File: config.mk
export PLATFORM = sky130hd
export DESIGN_NAME = asram_ctrl
export DESIGN_NICKNAME = d
export VERILOG_FILES = /design/src/rtl/asram_pkg.sv /design/src/rtl/asram_timer.sv /design/src/rtl/asram_seq.sv /design/src/rtl/asram_dpath.sv /design/src/rtl/asram_ctrl.sv
export SDC_FILE = /design/constraint.sdc
export NUM_CORES = 1
export LEC_CHECK = 0
export ABC_AREA = 0
export BUFFER_PORTS_ARGS = -buffer_cell sky130_fd_sc_hd__buf_4
export CELL_PAD_IN_SITES_DETAIL_PLACEMENT = 1
export CELL_PAD_IN_SITES_GLOBAL_PLACEMENT = 1
export CORE_UTILIZATION = 30
export CTS_BUF_LIST = sky130_fd_sc_hd__clkbuf_8
export CTS_CLUSTER_SIZE = 8
export DETAILED_ROUTE_END_ITERATION = 16
export PLACE_DENSITY = 0.74
export SLEW_MARGIN = 20
export SYNTH_ARGS = -nofsm -noshare
export SYNTH_HDL_FRONTEND = slang
export SYNTH_HIERARCHICAL = 1
export SYNTH_SLANG_ARGS = --single-unit
File: constraint.sdc
create_clock -name clk -period 1.89 [get_ports clk]
set_input_delay 0.378 -clock clk [delete_from_list [all_inputs] [get_ports clk]]
set_output_delay 0.378 -clock clk [all_outputs]
set_load 0.005 [all_outputs]
File: src/rtl/asram_pkg.sv
package asram_pkg;

  typedef enum logic [2:0] {
    PH_IDLE,
    PH_ADDR,
    PH_RACC,
    PH_WSET,
    PH_WPUL,
    PH_WHLD,
    PH_RECV
  } phase_e;

  function automatic int max2(input int a, input int b);
    return (a > b) ? a : b;
  endfunction

  // cycles with output enable low before the read sample edge
  function automatic int rd_wait(input int t_aa, input int t_oa);
    return max2(t_aa - 1, t_oa);
  endfunction

  function automatic int active_len(input bit wr, input int t_aa, input int t_oa,
                                    input int t_wp, input int t_dh);
    return wr ? (2 + t_wp + t_dh) : (1 + rd_wait(t_aa, t_oa));
  endfunction

  function automatic int recov_len(input int act, input int t_rec, input int t_cyc);
    return max2(t_rec, t_cyc - act);
  endfunction

endpackage

File: src/rtl/asram_timer.sv
module asram_timer #(
  parameter int CW = 4
) (
  input  logic          clk,
  input  logic          rst_n,
  input  logic          load,
  input  logic [CW-1:0] load_val,
  output logic [CW-1:0] cnt
);

  always_ff @(posedge clk or negedge rst_n) begin
    if (!rst_n)              cnt <= '0;
    else if (load)           cnt <= load_val;
    else if (cnt != '0)      cnt <= cnt - 1'b1;
  end

endmodule

File: src/rtl/asram_seq.sv
module asram_seq
  import asram_pkg::*;
#(
  parameter int CW    = 5,
  parameter int T_AA  = 4,
  parameter int T_OA  = 2,
  parameter int T_WP  = 3,
  parameter int T_DS  = 2,
  parameter int T_DH  = 1,
  parameter int T_REC = 2,
  parameter int T_CYC = 8
) (
  input  logic          clk,
  input  logic          rst_n,
  input  logic          req_valid,
  input  logic          req_write,
  input  logic [CW-1:0] cnt,
  output logic          load,
  output logic [CW-1:0] load_val,
  output logic          accept,
  output logic          wr_end,
  output logic          wr_done,
  output logic          rd_capture,
  output logic          drive,
  output logic          ready,
  output logic          ce_n,
  output logic          oe_n,
  output logic          we_n
);

  localparam int RWAIT = rd_wait(T_AA, T_OA);
  localparam int RACT  = active_len(1'b0, T_AA, T_OA, T_WP, T_DH);
  localparam int WACT  = active_len(1'b1, T_AA, T_OA, T_WP, T_DH);
  localparam int RREC  = recov_len(RACT, T_REC, T_CYC);
  localparam int WREC  = recov_len(WACT, T_REC, T_CYC);

  phase_e phase, phase_nx;
  logic   is_wr;
  logic   last;

  assign last = (cnt == '0);

  always_comb begin
    phase_nx = phase;
    load     = 1'b0;
    load_val = '0;
    unique case (phase)
      PH_IDLE: if (req_valid) begin
        phase_nx = PH_ADDR;
        load     = 1'b1;
      end
      PH_ADDR: if (last) begin
        load = 1'b1;
        if (is_wr) phase_nx = PH_WSET;
        else begin
          phase_nx = PH_RACC;
          load_val = CW'(RWAIT - 1);
        end
      end
      PH_WSET: if (last) begin
        phase_nx = PH_WPUL;
        load     = 1'b1;
        load_val = CW'(T_WP - 1);
      end
      PH_WPUL: if (last) begin
        phase_nx = PH_WHLD;
        load     = 1'b1;
        load_val = CW'(T_DH - 1);
      end
      PH_WHLD: if (last) begin
        phase_nx = PH_RECV;
        load     = 1'b1;
        load_val = CW'(WREC - 1);
      end
      PH_RACC: if (last) begin
        phase_nx = PH_RECV;
        load     = 1'b1;
        load_val = CW'(RREC - 1);
      end
      PH_RECV: if (last) phase_nx = PH_IDLE;
      default: phase_nx = PH_IDLE;
    endcase
  end

  always_ff @(posedge clk or negedge rst_n) begin
    if (!rst_n) begin
      phase <= PH_IDLE;
      is_wr <= 1'b0;
    end else begin
      phase <= phase_nx;
      if (accept) is_wr <= req_write;
    end
  end

  assign ready      = (phase == PH_IDLE);
  assign accept     = ready && req_valid;
  assign wr_end     = (phase == PH_WPUL) && last;
  assign wr_done    = (phase == PH_WHLD) && last;
  assign rd_capture = (phase == PH_RACC) && last;
  assign drive      = ((phase == PH_WPUL) && (cnt < CW'(T_DS))) || (phase == PH_WHLD);
  assign ce_n       = !((phase == PH_WSET) || (phase == PH_WPUL) ||
                        (phase == PH_WHLD) || (phase == PH_RACC));
  assign oe_n       = !(phase == PH_RACC);
  assign we_n       = !(phase == PH_WPUL);

endmodule

File: src/rtl/asram_dpath.sv
module asram_dpath #(
  parameter int ADDR_W = 11,
  parameter int DATA_W = 8
) (
  input  logic              clk,
  input  logic              rst_n,
  input  logic              accept,
  input  logic              rd_capture,
  input  logic              wr_done,
  input  logic [ADDR_W-1:0] req_addr,
  input  logic [DATA_W-1:0] req_wdata,
  input  logic [DATA_W-1:0] dq_in,
  output logic [ADDR_W-1:0] addr_q,
  output logic [DATA_W-1:0] wdata_q,
  output logic [DATA_W-1:0] rdata_q,
  output logic              done_q
);

  always_ff @(posedge clk or negedge rst_n) begin
    if (!rst_n) begin
      addr_q  <= '0;
      wdata_q <= '0;
      rdata_q <= '0;
      done_q  <= 1'b0;
    end else begin
      done_q <= rd_capture || wr_done;
      if (accept) begin
        addr_q  <= req_addr;
        wdata_q <= req_wdata;
      end
      if (rd_capture) rdata_q <= dq_in;
    end
  end

endmodule

File: src/rtl/asram_ctrl.sv
module asram_ctrl
  import asram_pkg::*;
#(
  parameter int ADDR_W = 11,
  parameter int DATA_W = 8,
  parameter int T_AA   = 4,
  parameter int T_OA   = 2,
  parameter int T_WP   = 3,
  parameter int T_DS   = 2,
  parameter int T_DH   = 1,
  parameter int T_REC  = 2,
  parameter int T_CYC  = 8
) (
  input  logic              clk,
  input  logic              rst_n,
  input  logic              req_valid,
  output logic              req_ready,
  input  logic              req_write,
  input  logic [ADDR_W-1:0] req_addr,
  input  logic [DATA_W-1:0] req_wdata,
  output logic              done,
  output logic [DATA_W-1:0] rd_data,
  output logic [ADDR_W-1:0] sram_addr,
  output logic              sram_ce_n,
  output logic              sram_oe_n,
  output logic              sram_we_n,
  output logic [DATA_W-1:0] sram_dq_out,
  output logic              sram_dq_oe,
  input  logic [DATA_W-1:0] sram_dq_in
);

  localparam int SPAN = T_CYC + T_WP + T_AA + T_OA + T_DH + T_REC + 2;
  localparam int CW   = $clog2(SPAN + 1);

  if (T_AA < 1 || T_OA < 1 || T_WP < 1 || T_DS < 1 || T_DH < 1 ||
      T_REC < 1 || T_CYC < 1) begin : g_bad_timing
    $error("asram_ctrl: every timing parameter must be at least one cycle");
  end
  if (T_DS > T_WP) begin : g_bad_setup
    $error("asram_ctrl: data setup cannot exceed the write strobe width");
  end

  logic          load;
  logic [CW-1:0] load_val;
  logic [CW-1:0] cnt;
  logic          accept;
  logic          wr_end;
  logic          wr_done;
  logic          rd_capture;
  logic          drive;

  asram_timer #(.CW(CW)) u_timer (
    .clk      (clk),
    .rst_n    (rst_n),
    .load     (load),
    .load_val (load_val),
    .cnt      (cnt)
  );

  asram_seq #(
    .CW(CW), .T_AA(T_AA), .T_OA(T_OA), .T_WP(T_WP), .T_DS(T_DS),
    .T_DH(T_DH), .T_REC(T_REC), .T_CYC(T_CYC)
  ) u_seq (
    .clk        (clk),
    .rst_n      (rst_n),
    .req_valid  (req_valid),
    .req_write  (req_write),
    .cnt        (cnt),
    .load       (load),
    .load_val   (load_val),
    .accept     (accept),
    .wr_end     (wr_end),
    .wr_done    (wr_done),
    .rd_capture (rd_capture),
    .drive      (drive),
    .ready      (req_ready),
    .ce_n       (sram_ce_n),
    .oe_n       (sram_oe_n),
    .we_n       (sram_we_n)
  );

  asram_dpath #(.ADDR_W(ADDR_W), .DATA_W(DATA_W)) u_dpath (
    .clk        (clk),
    .rst_n      (rst_n),
    .accept     (accept),
    .rd_capture (rd_capture),
    .wr_done    (wr_done),
    .req_addr   (req_addr),
    .req_wdata  (req_wdata),
    .dq_in      (sram_dq_in),
    .addr_q     (sram_addr),
    .wdata_q    (sram_dq_out),
    .rdata_q    (rd_data),
    .done_q     (done)
  );

  assign sram_dq_oe = drive;

endmodule

# ---- Word level (Yosys, flattened, before mapping)
# Index checks and enable logic that the tools add are counted.
dict set report classes {
  addsub 1
  n_lt_le_gt_ge 1
  n_eq_ne 12
  n_mux 19
  n_reduce_logical 19
}
# op n
set op_table {}
lappend op_table {{5-bit case mux with 4 select lines} 1}
lappend op_table {{3-bit 2-to-1 mux} 6}
lappend op_table {{3-bit case mux with 6 select lines} 1}
lappend op_table {{5-bit 2-to-1 mux} 3}
lappend op_table {{2-bit by 1-bit inequality test with 1-bit output, second input constant} 5}
lappend op_table {{3-bit equality test, second input constant} 3}
lappend op_table {{3-bit by 2-bit equality test with 1-bit output, second input constant} 2}
lappend op_table {{2-bit 2-to-1 mux} 3}
lappend op_table {{6-bit AND reduction} 1}
lappend op_table {{5-bit logical NOT} 1}
lappend op_table {{1-bit logical OR} 5}
lappend op_table {{5-bit by 2-bit less-than comparator with 1-bit output, second input constant} 1}
lappend op_table {{5-bit nonzero test} 1}
lappend op_table {{5-bit OR reduction} 1}
lappend op_table {{5-bit by 1-bit subtractor with 5-bit output, second input constant} 1}
lappend op_table {{1-bit logical AND} 4}
lappend op_table {{1-bit 2-to-1 mux} 4}
lappend op_table {{3-bit by 1-bit equality test with 1-bit output, second input constant} 1}
lappend op_table {{1-bit logical NOT} 3}
lappend op_table {{3-bit logical NOT} 1}
lappend op_table {{2-bit inequality test, second input constant} 1}
lappend op_table {{1-bit case mux with 2 select lines} 1}
lappend op_table {{2-bit nonzero test} 1}
lappend op_table {{2-bit OR reduction} 1}
dict set report totals {
  ff_bits 37
  in_bits 31
  out_inout_bits 33
  wordCells 59
}

# ---- Depth between registers and ports, before layout
# Gate-level depths: netlist of the first run.
dict set report logic_depth {
  ltp_word 5
  depth_mapped 7
  mapped_depth_nobuf 5
}

# ---- By module
# Netlist of the first run, hierarchy kept.
# module instances cells_each area_each_um2 seq_area_each_um2
set by_module_without_submodules {}
lappend by_module_without_submodules {asram_dpath 1 59 1084.8 700.7}
lappend by_module_without_submodules {asram_seq 1 46 380.4 100.1}
lappend by_module_without_submodules {asram_timer 1 27 279.0 125.1}

# ---- Least setup slack after synthesis of the first run
# Ideal clock, no wire load.
dict set report synth_path {
  kind {register to register}
  start {register u_timer.cnt[4]}
  end {register u_dpath.rdata_q[0]}
  setup_ns 0.125
  arrival_time_ns 1.568
  t_required_ns 1.765
  slack_ns 0.197
  stages_incl_launch_ff 6
  path_cell_list {dfrtp_1 > nor4_2 > nand2_1 > nor2_1 > buf_2 > mux2_2}
}
dict set report synth_via {
  elab_chain_len 2
}
# element line
set synth_rtl {}
lappend synth_rtl {{from (decl)} asram_timer.sv:8} ;# output logic [CW-1:0] cnt
lappend synth_rtl {{from (signal assigned)} asram_timer.sv:13} ;# else if (load) cnt <= load_val;
lappend synth_rtl {{from (signal assigned)} asram_timer.sv:14} ;# else if (cnt != '0) cnt <= cnt - 1'b1;
lappend synth_rtl {{5-bit logical NOT} asram_seq.sv:41} ;# assign last = (cnt == '0);
lappend synth_rtl {{1-bit logical AND} asram_seq.sv:99} ;# assign rd_capture = (phase == PH_RACC) && last;
lappend synth_rtl {{via rd_capture} asram_ctrl.sv:49} ;# logic rd_capture;
lappend synth_rtl {{to (signal assigned)} asram_dpath.sv:31} ;# if (rd_capture) rdata_q <= dq_in;
lappend synth_rtl {{to (decl)} asram_dpath.sv:15} ;# output logic [DATA_W-1:0] rdata_q,
# The timed path passes the listed nets, and every way through them passes these cells.
# A chain may end at the register's enable or synchronous reset.

# ---- Worst setup path in the final report of the first run
dict set report layout_path {
  start {register u_timer.cnt[4]}
  end {output sram_dq_oe}
}
dict set report layout_via {
  elab_chain_len 3
}
# element line
set layout_rtl {}
lappend layout_rtl {{5-bit by 2-bit less-than comparator with 1-bit output} asram_seq.sv:100} ;# assign drive = ((phase == PH_WPUL) && (cnt < CW'(T_DS))) || (phase == PH_WHLD);
lappend layout_rtl {{1-bit logical AND} asram_seq.sv:100}
lappend layout_rtl {{1-bit logical OR} asram_seq.sv:100}
lappend layout_rtl {{to (decl)} asram_ctrl.sv:28} ;# output logic sram_dq_oe,
# No other way between the ends.

==> results.md, run 1 <==
* Outcome: finished, final reports clean
* Clock sinks at 37
* Sequential Area at 929.6 um2
* Worst Path Buf+Inv at 1
* I/O pin cnt at between 60 and 70
* Power density over the cells at 1578 nW/um2
* Drt via density at 4.669
* CTS tree: built
* Minimum clock period at between 1500 and 2000 ps
* Initial antenna violation count at 0
* Crit path max fanout at 2
* Via count at around 1300
* Syn avg cell area at ~13 um2
* Maximum clock frequency at ~0.54 GHz
* Crit-path leading delay family: simple AND/OR/NAND/NOR gates
* Crit-path cells: or4_4 -> a21boi_2 -> buf_4
* Routed len/inst at 14.47 um
* Root Buffer: clkbuf_8
* Placer Congestion at between 0.8 and 0.9
* Crit share post-route at 98.17%
* Commonest non-fill, non-tap cell in the layout: buf_4
* CTS Hold Bufs at 0
* N_diodes at 0
* Site Rows at 27
* Antenna Nets Post-Route at 0
* Combined area of the multi-input logic cells at approximately 730 um2
* DPL Wire Length at around 3000 um
* IO Port Bufs at 63
* Pwr Total at between 3000 and 4000 uW
* CP peak stage delay at 550 ps
* Data arrival, critical path at about 1500 ps
* Grt ovf at 0
* WS Path Type: reg2out
* Initial DRC count at 23
* Final setup fails at 0
* Die Width at approximately 78 um
* Overall Global Routing Usage at ~14%
* Longest Clk Path Bufs at 2
* Fin util at approximately 45%
* Cells after Synth at 131
* Post-route cell area at 2472 um2
* TritonCTS Buffers at 5
* RSZ-0062 raised after global routing: yes
* Slew Viols, Final at 0
* Vias in the first global route at 1346
* Worst reg2reg setup slack at roughly 200 ps
* CP Launch Type: register
* Placed inst area at about 2300 um2
* Crit-path slowest cell: or4_4
* Final hold viol count at 0
* Net count, final at roughly 240
* Global-route wire length before repair at 6444 um
* Layout area overhead at 42.06%
* Clk pin slew, worst setup/hold paths at roughly 80 ps
* WP data required at ~1500 ps
* H-tree depth at 2
* Core ar. at 5540 um2
* Die height at approximately 78 um
* Layout cells sized above 1 at 59.22%
* Worst clock skew at ~6.6 ps
* First-pass DRT Iterations at 4
* Die ar. at ~6100 um2
* Yosys warning total at 6
* DRC at 0
* Worst-Skew Late Latency at ~280 ps
* Hold Crit Class: in2async
* Critical path capture point type: primary output
* Initial core utilization at around a third
* Pin count of the biggest net entering global routing at 38
* Filler cells at between 600 and 700
* Leak at about 0.0012 uW
* Post-synthesis cell area at 1740 um2
* WL final at 4023 um
* Peak supply drop at ~0.00065 V
* Max-Cap Viols at 0
* Commonest non-fill, non-tap cells in the layout: buf_4 (73), dfrtp_1 (34), mux2_2 (18), mux2_4 (10)
-- through the flow --
stage / setup slack (ps) / cells / hold WS (ps) / setup TNS (ps)
final: 34.65 / 278 / 50.79 / 0
after global routing: -23.01 / 278 / 70.53 / -23.01
after CTS: 11.94 / 278 / 53.07 / 0
after detailed placement: 150.4 / 266 / 369.7 / 0
after global placement: 143.3 / 266 / 369.5 / 0
after floorplan: 205.1 / 133 / 82.41 / 0
-- path summary, 6_finish.rpt --
kind | from | endpoint | cells after the start
min in group clk | req_addr[6] | u_dpath/addr_q[6] | 2
max in group asynchronous | rst_n | u_seq/phase[2] | 1
hold / removal | rst_n | u_dpath/addr_q[6] | 1
hold reg to reg | u_dpath/addr_q[8] | u_dpath/addr_q[8] | 1
setup reg to reg | u_timer/cnt[4] | u_dpath/rdata_q[0] | 6
setup / recovery | u_timer/cnt[4] | sram_dq_oe | 3
-- registers in the layout (all words and copies together) (netlist names) --
name             cells
u_dpath/addr_q      11
u_dpath/done_q       1
u_dpath/rdata_q      8
u_dpath/wdata_q      8
u_seq/is_wr          1
u_seq/phase          3
u_timer/cnt          5
-- what timing repair did --
action	CTS	global route
setup endpoints to repair	1	1
pin swaps	2	0
hold endpoints to repair	0	0
setup buffers	4	0
gates resized for setup	5	0
-- metal layers --
layer / vias up / part of all wire, % / global-route usage (%)
met5: - / 0 / 0
met1: 629 / 46 / 17.96
met4: 0 / 1.1 / 4.444
met2: 55 / 46 / 22.54
met3: 6 / 6.4 / 3.140
li1: 608 / - / -
-- report_power, final --
part           switching (uW)  internal, uW  leakage [uW]
combinational             668          1070      0.000648
sequential                316          1150      0.000461
clock                     268           429     0.0000574
total                    1250          2650       0.00117
-- layout make-up --
type                    count  area share (%)
clock buffers               6           3.340
multi-input cells          79           29.71
flip-flops and latches     37           37.60
repair buffers             74           22.98
inverters                   8           1.215
well taps                  72           3.644
clock inverters             2           1.518
-- worst register-to-register path: stages (launching register included) --
cell,delay [ps]
dfrtp_2,400
buf_4,150
nor4_2,280
nand2_1,110
nor2_1,100
buf_4,200
mux2_2,350
Power figures use the tool's default switching activity.
==> run 2, diff against run 1 <==
Settings changed: CTS_CLUSTER_DIAMETER set to 200, GPL_TIMING_DRIVEN set to 0.
==> run 2 against run 1 <==
Compared with the run above: clock power shrank 26%; the flow now finishes with violations (setup timing); largest power group unchanged; critical path type unchanged; power decreased by 5.1%; wire length down 2.2%; clock skew fell by 3.8 ps; via count fell by 1.2%; cell count rose by 0.36%; count of clock-buffer cells in the layout decreased by 1; utilization is 0.32 points lower.
==> results.md, run 2 (same netlist as run 1, synthesis figures left out) <==
* Setup TNS at -20.15 ps
* Grt ovf at 0
* TritonCTS Buffers at 5
* Layout cells sized above 1 at 59.42%
* Worst clock skew at approximately 2.8 ps
* Power density over the cells at ~1500 nW/um2
* CP Launch Type: register
* Final setup fails at 1
* Antenna Nets Post-Route at 0
* Commonest non-fill, non-tap cell in the layout: buf_4
* GR Util met1 at 18.38%
* Core ar. at approximately 5500 um2
* Die Width at about 78 um
* Fin util at 44.31%
* Clk pin slew, worst setup/hold paths at ~70 ps
* Overall Global Routing Usage at around 14%
* Met2 Use GR at 21.84%
* RSZ-0062 raised after global routing: yes
* Met3 usage at ~4.3%
* Initial antenna violation count at 0
* Crit path max fanout at 4
* Routed len/inst at about 14 um
* Biggest regs: u_dpath/addr_q x11, u_dpath/rdata_q x8, u_dpath/wdata_q x8
* Minimum clock period at 1910 ps
* Peak supply drop at between 0.0005 and 0.0006 V
* CTS tree: built
* Initial DRC count at 28
* WP data required at approximately 1500 ps
* Outcome: complete, but fails checks
* Leak at ~0.0012 uW
* Longest Clk Path Bufs at 2
* Die height at around 80 um
* First-pass DRT Iterations at 2
* Commonest non-fill, non-tap cells in the layout: buf_4 (72), dfrtp_1 (34), mux2_2 (18), mux2_4 (10), inv_1 (9)
* Pin count of the biggest net entering global routing at 38
* Maximum clock frequency at about 0.52 GHz
* Clock sinks at 37
* Layout area overhead at 41.05%
* IO Port Bufs at 63
* Global-route wire length before repair at between 6000 and 7000 um
* Site Rows at 27
* Placer Congestion at ~0.78
* Via count at 1282
* Final hold viol count at 0
* N_diodes at 0
* CTS Hold Bufs at 0
* DRC at 0
* Root Buffer: clkbuf_8
* Net count, final at ~240
* Initial core utilization at around a third
* PnR worst setup slack at -20.15 ps
* Die ar. at around 6000 um2
* Worst-Skew Late Latency at about 280 ps
* H-tree depth at 2
* Vias in the first global route at around 1400
* Failing checks: setup timing
* Drt via density at about 4.6
* Hold Crit Class: in2async
* Max-Cap Viols at 0
* WL final at between 3000 and 4000 um
* Largest register FFs at 11
* Critical path capture point type: primary output
* Slew Viols, Final at 0
* DPL Wire Length at about 2800 um
* Crit share post-route at 101.1%
* I/O pin cnt at 64
* WS Path Type: reg2out
* GRT Max-Usage Layer: met2
* Data arrival, critical path at between 1500 and 2000 ps
* Largest Register: u_dpath/addr_q
==> run 2: changes by cell type in the layout (fill, tap and decap cells not counted) <==
| cell | before | now |
|---|---|---|
| inv_1 | 8 | 9 |
| clkinvlp_4 | 1 | 0 |
| nand2_2 | 0 | 1 |
| buf_6 | 0 | 1 |
| buf_2 | 0 | 1 |
| nand2_1 | 8 | 7 |
| nor4_2 | 1 | 0 |
| clkbuf_8 | 6 | 5 |
| nor4_4 | 0 | 1 |
| bufinv_16 | 1 | 0 |
| clkinv_2 | 0 | 2 |
| buf_4 | 73 | 72 |
==> run 2: final timing paths <==
kind / from / to / slack (ps) / depth (start not counted)
min in group clk: req_write / u_seq/is_wr / 310 / 3
hold reg to reg: u_dpath/addr_q[8] / u_dpath/addr_q[8] / 510 / 1
max in group asynchronous: rst_n / u_timer/cnt[3] / 1490 / 1
setup / recovery: u_timer/cnt[3] / sram_dq_oe / -20 / 3
hold / removal: rst_n / u_dpath/addr_q[6] / 50 / 1
setup reg to reg: u_timer/cnt[3] / u_dpath/rdata_q[4] / 110 / 6
==> run 2: area by class of cell <==
cell class	instances	area, um2
plain buffers	7	66.31
clock buffers	5	68.82
clock inverters	3	13.76
fillers	616	3085
inverters	8	30.03
multi-input cells	79	745.7
flip-flops and latches	37	929.6
well taps	72	90.09
repair buffers	68	510.5
==> run 2: layer usage <==
| metal | up-vias | share of wire [%] |
|---|---|---|
| met2 | 53 | 44 |
| met5 | - | 0 |
| met3 | 5 | 6.9 |
| met1 | 619 | 48 |
| met4 | 0 | 0.97 |
| li1 | 605 | - |
==> run 2: metrics by stage <==
| step | setup WS, ps | total power [uW] | instances | cell area (um2) | hold slack [ps] |
|---|---|---|---|---|---|
| after floorplan | 205.1 | 2375 | 133 | 1748 | 82.41 |
| final | -20.15 | 3703 | 279 | 2455 | 48.67 |
| after CTS | -45.47 | 3709 | 277 | 2430 | 60.15 |
| after global placement | -63.41 | 3046 | 268 | 2311 | 376.8 |
| after detailed placement | -111.3 | 3090 | 268 | 2311 | 374.8 |
| after global routing | -66.41 | 3991 | 279 | 2455 | 73.75 |
==> run 2: report_power, final <==
group,switching [uW],internal [uW],leakage [uW]
logic,667,1050,0.000659
registers,317,1160,0.000462
clock network,263,250,0.0000491
total,1250,2460,0.00117
==> run 2: what timing repair did <==
action / in CTS / in global routing
setup buffers: 2 / 3
gates resized for setup: 7 / 4
endpoints found under the setup margin: 25 / 20
pin swaps: 2 / 2
==> run 2: worst max-delay path, stage by stage, from the launching register on <==
cell,delay [ps]
dfrtp_2,440
or4_4,560
a21boi_2,130
buf_4,120
